<file path="src/rtl/cfgport_pkg.sv">
package cfgport_pkg;

   localparam logic [7:0] KEY_ENTER  = 8'h87;
   localparam logic [7:0] KEY_EXIT   = 8'hAA;
   localparam logic [7:0] IDX_LDN    = 8'h07;
   localparam logic [7:0] IDX_CHIPID = 8'h20;
   localparam logic [7:0] IDX_BANK0  = 8'h30;
   localparam logic [7:0] RD_LOCKED  = 8'hFF;
   localparam logic [7:0] RD_UNMAPPED = 8'h00;

   typedef enum logic [1:0] {
      LK_LOCKED = 2'd0,
      LK_HALF   = 2'd1,
      LK_OPEN   = 2'd2
   } lock_state_e;

   typedef struct packed {
      logic       stb;
      logic [7:0] num;
      logic [7:0] idx;
      logic [7:0] data;
   } ld_req_t;

endpackage

</file>
<file path="src/rtl/cfg_unlock.sv">
module cfg_unlock
   import cfgport_pkg::*;
(
   input  logic       clk,
   input  logic       rst_n,
   input  logic       idx_wr,
   input  logic [7:0] wdata,
   output logic       open,
   output logic       idx_load
);

   lock_state_e state_q, state_d;

   always_comb begin
      state_d = state_q;
      if (idx_wr) begin
         case (state_q)
            LK_LOCKED: if (wdata == KEY_ENTER) state_d = LK_HALF;
            LK_HALF:   state_d = (wdata == KEY_ENTER) ? LK_OPEN : LK_LOCKED;
            LK_OPEN:   if (wdata == KEY_EXIT) state_d = LK_LOCKED;
            default:   state_d = LK_LOCKED;
         endcase
      end
   end

   always_ff @(posedge clk) begin
      if (!rst_n) state_q <= LK_LOCKED;
      else        state_q <= state_d;
   end

   assign open     = (state_q == LK_OPEN);
   assign idx_load = idx_wr && open && (wdata != KEY_EXIT);

endmodule

</file>
<file path="src/rtl/cfg_global.sv">
module cfg_global
   import cfgport_pkg::*;
(
   input  logic       clk,
   input  logic       rst_n,
   input  logic       idx_load,
   input  logic       data_wr,
   input  logic [7:0] wdata,
   output logic [7:0] index_q,
   output logic [7:0] ldn_q
);

   always_ff @(posedge clk) begin
      if (!rst_n) begin
         index_q <= 8'h00;
         ldn_q   <= 8'h00;
      end else begin
         if (idx_load) index_q <= wdata;
         if (data_wr && (index_q == IDX_LDN)) ldn_q <= wdata;
      end
   end

endmodule

</file>
<file path="src/rtl/cfg_dev_bank.sv">
module cfg_dev_bank #(
   parameter int NUM_DEV   = 10,
   parameter int BANK_REGS = 16,
   localparam int OFF_W    = $clog2(BANK_REGS),
   localparam int DEV_W    = (NUM_DEV > 1) ? $clog2(NUM_DEV) : 1
) (
   input  logic               clk,
   input  logic               rst_n,
   input  logic               wr_en,
   input  logic [7:0]         dev,
   input  logic [OFF_W-1:0]   off,
   input  logic [7:0]         wdata,
   output logic [7:0]         rdata,
   output logic [NUM_DEV-1:0] active
);

   logic             dev_ok;
   logic [DEV_W-1:0] dev_idx;
   logic [7:0]       dev_rd [NUM_DEV];

   assign dev_ok  = (32'(dev) < NUM_DEV);
   assign dev_idx = dev[DEV_W-1:0];

   for (genvar d = 0; d < NUM_DEV; d++) begin : g_dev
      logic [7:0] regs [BANK_REGS];
      logic       sel;

      assign sel = wr_en && dev_ok && (dev_idx == DEV_W'(d));

      always_ff @(posedge clk) begin
         if (!rst_n) begin
            for (int r = 0; r < BANK_REGS; r++) regs[r] <= 8'h00;
         end else if (sel) begin
            regs[off] <= wdata;
         end
      end

      assign dev_rd[d] = regs[off];
      assign active[d] = regs[0][0];
   end

   assign rdata = dev_ok ? dev_rd[dev_idx] : 8'h00;

endmodule

</file>
<file path="src/rtl/cfgport_top.sv">
module cfgport_top
   import cfgport_pkg::*;
#(
   parameter int                ADDR_W    = 16,
   parameter logic [ADDR_W-1:0] BASE_ADDR = 'h2E,
   parameter logic [7:0]        CHIP_ID   = 8'hA5,
   parameter int                NUM_DEV   = 10,
   parameter int                BANK_REGS = 16
) (
   input  logic               clk,
   input  logic               rst_n,
   input  logic [ADDR_W-1:0]  bus_addr,
   input  logic               bus_wr,
   input  logic               bus_rd,
   input  logic [7:0]         bus_wdata,
   output logic [7:0]         bus_rdata,
   output logic               cfg_mode,
   output logic [NUM_DEV-1:0] dev_active,
   output logic               ld_wstb,
   output logic [7:0]         ld_num,
   output logic [7:0]         ld_index,
   output logic [7:0]         ld_wdata
);

   localparam int                OFF_W  = $clog2(BANK_REGS);
   localparam logic [ADDR_W-1:0] DATA_A = ADDR_W'(BASE_ADDR + 1'b1);
   localparam int                BANK_END = 32'(IDX_BANK0) + BANK_REGS;

   if (NUM_DEV < 1 || NUM_DEV > 256) begin : g_bad_dev
      $error("NUM_DEV must lie in 1..256");
   end
   if (BANK_REGS < 2 || BANK_REGS > 208) begin : g_bad_bank
      $error("BANK_REGS must lie in 2..208");
   end
   if (ADDR_W < 2) begin : g_bad_addr
      $error("ADDR_W must be at least 2");
   end

   logic       hit_idx, hit_dat;
   logic       idx_wr, data_wr, idx_load;
   logic [7:0] index_q, ldn_q;
   logic       in_bank;
   logic [7:0] bank_off;
   logic [7:0] bank_rd;
   logic [7:0] data_val, rd_next;
   ld_req_t    req_q;

   assign hit_idx = (bus_addr == BASE_ADDR);
   assign hit_dat = (bus_addr == DATA_A);
   assign idx_wr  = bus_wr && hit_idx;
   assign data_wr = bus_wr && hit_dat && cfg_mode;

   cfg_unlock u_unlock (
      .clk      (clk),
      .rst_n    (rst_n),
      .idx_wr   (idx_wr),
      .wdata    (bus_wdata),
      .open     (cfg_mode),
      .idx_load (idx_load)
   );

   cfg_global u_global (
      .clk      (clk),
      .rst_n    (rst_n),
      .idx_load (idx_load),
      .data_wr  (data_wr),
      .wdata    (bus_wdata),
      .index_q  (index_q),
      .ldn_q    (ldn_q)
   );

   assign in_bank  = (index_q >= IDX_BANK0) && (32'(index_q) < BANK_END);
   assign bank_off = index_q - IDX_BANK0;

   cfg_dev_bank #(
      .NUM_DEV   (NUM_DEV),
      .BANK_REGS (BANK_REGS)
   ) u_bank (
      .clk    (clk),
      .rst_n  (rst_n),
      .wr_en  (data_wr && in_bank),
      .dev    (ldn_q),
      .off    (bank_off[OFF_W-1:0]),
      .wdata  (bus_wdata),
      .rdata  (bank_rd),
      .active (dev_active)
   );

   always_comb begin
      if (index_q == IDX_LDN)         data_val = ldn_q;
      else if (index_q == IDX_CHIPID) data_val = CHIP_ID;
      else if (in_bank)               data_val = bank_rd;
      else                            data_val = RD_UNMAPPED;
   end

   always_comb begin
      if (!cfg_mode)    rd_next = RD_LOCKED;
      else if (hit_idx) rd_next = index_q;
      else              rd_next = data_val;
   end

   always_ff @(posedge clk) begin
      if (!rst_n)                         bus_rdata <= RD_LOCKED;
      else if (bus_rd && (hit_idx || hit_dat)) bus_rdata <= rd_next;
   end

   always_ff @(posedge clk) begin
      if (!rst_n) begin
         req_q <= '0;
      end else begin
         req_q.stb <= data_wr && in_bank;
         if (data_wr && in_bank) begin
            req_q.num  <= ldn_q;
            req_q.idx  <= index_q;
            req_q.data <= bus_wdata;
         end
      end
   end

   assign ld_wstb  = req_q.stb;
   assign ld_num   = req_q.num;
   assign ld_index = req_q.idx;
   assign ld_wdata = req_q.data;

endmodule

</file>
<file path="config.mk">
export PLATFORM = sky130hd
export DESIGN_NAME = cfgport_top
export DESIGN_NICKNAME = d
export VERILOG_FILES = /design/src/rtl/cfgport_pkg.sv /design/src/rtl/cfg_unlock.sv /design/src/rtl/cfg_global.sv /design/src/rtl/cfg_dev_bank.sv /design/src/rtl/cfgport_top.sv
export SDC_FILE = /design/constraint.sdc
export NUM_CORES = 2
export LEC_CHECK = 0
export ABC_AREA = 1
export BUFFER_PORTS_ARGS = -buffer_cell sky130_fd_sc_hd__buf_2
export CORE_MARGIN = 5
export CORE_UTILIZATION = 40
export CTS_CLUSTER_SIZE = 8
export DETAILED_ROUTE_END_ITERATION = 8
export PLACE_DENSITY = 0.54
export SYNTH_ARGS = -nofsm -noshare
export SYNTH_HDL_FRONTEND = slang
export SYNTH_HIERARCHICAL = 1
export SYNTH_SLANG_ARGS = --single-unit
export TNS_END_PERCENT = 1
</file>
<file path="constraint.sdc">
create_clock -name clk -period 7 [get_ports clk]
set_input_delay 1.4 -clock clk [delete_from_list [all_inputs] [get_ports clk]]
set_output_delay 1.4 -clock clk [all_outputs]
set_load 0.1 [all_outputs]
</file>
==> run_results.csv <==
group,metric,value,unit
worst_setup_path,critPathRequiredTime,7.69,ns
routing,wire_per_inst,21.39,um
sta,period_minus_slack,4.622,ns
global_routing,antenna_found_initial,6,
routing,vias,46064,
sta,fin_setup_tns,0,ns
routing,drc,0,
yosys,syn_inst,6887,
power,vdd_drop_max,0.2471,mV
worst_setup_path,crit_fanout,48,
global_routing,grt-ovfl-total,0,
place,gp_congestion,0.9187,
power,p_leak,28.33,nW
place,port_buffers,71,
yosys,ys_ff_latch,1331,
worst_setup_path,crit_arrival,5.31,ns
routing,routed_wl,189.5,mm
yosys,synth_edf_count,1280,
sta,post-route-period-util,66.04,%
worst_setup_path,path_class,"reg -> reg",
sta,max_slew_margin,22.29,%
worst_hold_path,worstHoldStart,"ld_index[7]",
clocking,clk_pin_slew,0.05,ns
yosys,syn_nets,6915,
worst_setup_path,worstSetupEndpointType,"flop",
sta,max_freq,216.3,MHz
global_routing,grt_start_max_net_pins,167,
floorplanning,die_h,401.3,um
sta,setup_viol,0,
status,status,"finished, final reports clean",
worst_setup_path,setup.worst_path.start_class,"flop",
floorplanning,pin_count,72,
run,cap_violations,0,
yosys,yosys_warnings,6,
place,dp_hpwl,111.7,mm
worst_setup_path,r2r-start,"u_global/index_q[2]",
clocking,cts_made_buffers,185,
final_layout,area_growth,11.27,%
worst_setup_path,regToRegSetupSlack,2.38,ns
sta,rsz0062_at_grt,"no",
worst_hold_path,hold_end,"ld_index[7]",
floorplanning,initial_core_util,40.26,%
final_layout,fin_cells,8863,
routing,viasPerCell,5.197,
yosys,synth-seq-area-share,64.44,%
global_routing,grt_first_pass_wirelength,281.5,mm
clocking,clk-insertion-delay-late,0.80,ns
floorplanning,rows,143,
worst_hold_path,min_path_type,"reg -> reg",
yosys,synth_area,61230,sq um
clocking,cts_max_level,4,
clocking,cts_tree,"yes",
worst_setup_path,reg2regPathDepth,20,
routing,drt_iter0_markers,4593,
yosys,synth.area.top_cells,"edfxtp_1 (63%), nand2_1 (20%), nor2_1 (9.4%), clkbuf_1 (1.9%), dfxtp_1 (1.7%)",
clocking,cts_sinks,1331,
routing,dr.pass1.iters,5,
sta,finalHoldViolCount,0,
final_layout,drive_gt1_share,6.090,%
clocking,clockBufferDepth,3,
yosys,ys_dominant_reg_cell,"edfxtp_1",
worst_setup_path,reg2reg_to,"bus_rdata[2]",
routing,ant_nets,0,
sta,setup_slack,2.378,ns
floorplanning,die_w,401.3,um
global_routing,grt_pass1_vias,44673,
place,dp_cells,8640,
power,powerDensity,263.3,nW/um^2
clocking,cts_resized,0,
final_layout,final_core_util,44.80,%
sta,worst_pin_slew,1.162,ns
clocking,cts_hold_repair.buffers,0,
final_layout,fin_nets,6825,
final_layout,fillerInstances,14945,
yosys,synth_top_area_share,62.77,%
sta,final.setup_skew,0.02397,ns
sta,holdWs,0.4491,ns
place,place_ws,1.891,ns
sta,slew_violations,0,
worst_hold_path,hold_depth,2,
yosys,synth.avg_cell_area,8.891,sq um
yosys,ys_types,31,
yosys,netlist.top_cell.by_area,"edfxtp_1",
clocking,post_cts_buffers,0,
yosys,synth_async_sr_flop_share,0,%
floorplanning,dieArea,161000,sq um
floorplanning,core,152100,sq um
global_routing,grt_usage,23.01,%
clocking,cts_root_buf,"clkbuf_16",
==> cell usage in the layout, fill, tap and decap left out, types with 3 or more instances in the layout <==
master	synthesis	routed
edfxtp_1	1280	1280
nand4_1	48	48
buf_4	10	56
nand3_1	127	127
nand2_2	7	7
inv_1	71	71
nand2_1	3200	3200
inv_8	0	10
nor2_2	19	17
clkinv_8	0	3
buf_12	0	5
inv_2	26	13
a21oi_1	18	18
inv_6	0	7
buf_2	58	70
o21ai_0	24	24
dfxtp_1	51	49
clkinv_2	0	3
inv_16	0	3
clkbuf_16	0	187
clkbuf_1	311	19
nor2_1	1530	1523
a22oi_1	48	48
nor2_4	5	14
nor3_4	6	9
nand3_2	3	3
==> Yosys cell counts (3+ instances only) <==
cell type	number
nor2_1	1530
nand2_1	3200
nor3_2	4
nand4_1	48
nand3_2	3
nand2_2	7
nand3_1	127
o21ai_0	24
a22oi_1	48
buf_2	58
nor2_2	19
nor2_4	5
nor3_4	6
edfxtp_1	1280
buf_4	10
buf_1	28
dfxtp_1	51
inv_1	71
a21oi_1	18
clkbuf_1	311
inv_2	26
==> power breakdown <==
part,internal (mW),switching [mW]
clock network,4.73,3.24
registers,9.10,0.115
logic,0.132,0.617
==> registers in the layout, summed over array words and instances, names as in the netlist <==
signal,cells
ld_wdata,8
u_unlock/state_q,2
u_bank/g_dev.regs,1280
u_global/ldn_q,8
ld_num,8
ld_index,8
ld_wstb,1
bus_rdata,8
u_global/index_q,8
==> per-layer routing <==
layer | up-vias | GRT usage (%) | share of wire, %
li1 | 21857 | - | -
met1 | 22280 | 31.88 | 44
met2 | 1621 | 37.02 | 46
met3 | 306 | 3.975 | 7.1
met4 | 0 | 7.486 | 3.1
met5 | - | 0 | 0
==> final cells by class <==
| type | instances | area, sq um | area share [%] |
|---|---|---|---|
| sequential | 1331 | 39470 | 57.92 |
| clock inverter | 14 | 196.4 | 0.2883 |
| tap | 2030 | 2540 | 3.728 |
| clock buffer | 207 | 4765 | 6.993 |
| antenna | 2 | 5.005 | 0.007345 |
| timing repair buffer | 132 | 885.9 | 1.300 |
| inverter | 98 | 450.4 | 0.6611 |
| multi-input combinational | 5049 | 19830 | 29.10 |
==> through the flow <==
step           total power, mW  area, sq um
2_1_floorplan            9.775        61230
3_3_place_gp             10.10        63170
3_5_place_dp             10.11        63170
4_1_cts                  18.09        68130
5_1_grt                  18.52        68130
6_report                 17.94        68140
==> worst max path at each step <==
stage	start	end	slack, ns	cells after the start
finish	u_global/index_q[2]	bus_rdata[2]	2.38	20
global route	u_global/index_q[1]	bus_rdata[6]	2.18	19
global placement	bus_addr[4]	u_bank/g_dev[0].regs[1][1]	1.93	13
detailed placement	bus_addr[11]	u_bank/g_dev[0].regs[7][1]	1.89	13
CTS	u_global/index_q[1]	u_bank/g_dev[4].regs[4][7]	2.44	7
floorplan	u_unlock/state_q[1]	u_bank/g_dev[7].regs[15][0]	3.36	14
==> cells by family after synthesis <==
kind of cell           Yosys count  share of synthesized area [%]
buffers and inverters          507                          3.312
AO/OA/AOI/OAI                   93                         0.9645
flip-flops                    1331                          64.44
AND/OR/NAND/NOR               4956                          31.29
==> worst max-delay path, cell delays in order (launching register included) <==
cell	delay, ns
dfxtp_1	0.73
inv_1	0.19
nand2_1	0.36
clkinv_2	0.65
buf_4	0.58
nand2_1	0.15
nand2_1	0.08
nor2_1	0.13
nor2_1	0.09
nor2_1	0.48
nand2_1	0.22
nand2_1	0.10
nand3_1	0.09
nand2_1	0.08
inv_1	0.04
nand2_1	0.06
nand3_1	0.13
nand2_1	0.11
nand2_1	0.07
nand2_1	0.06
nand2_1	0.04
No activity file was read; power rests on OpenSTA's default activity.
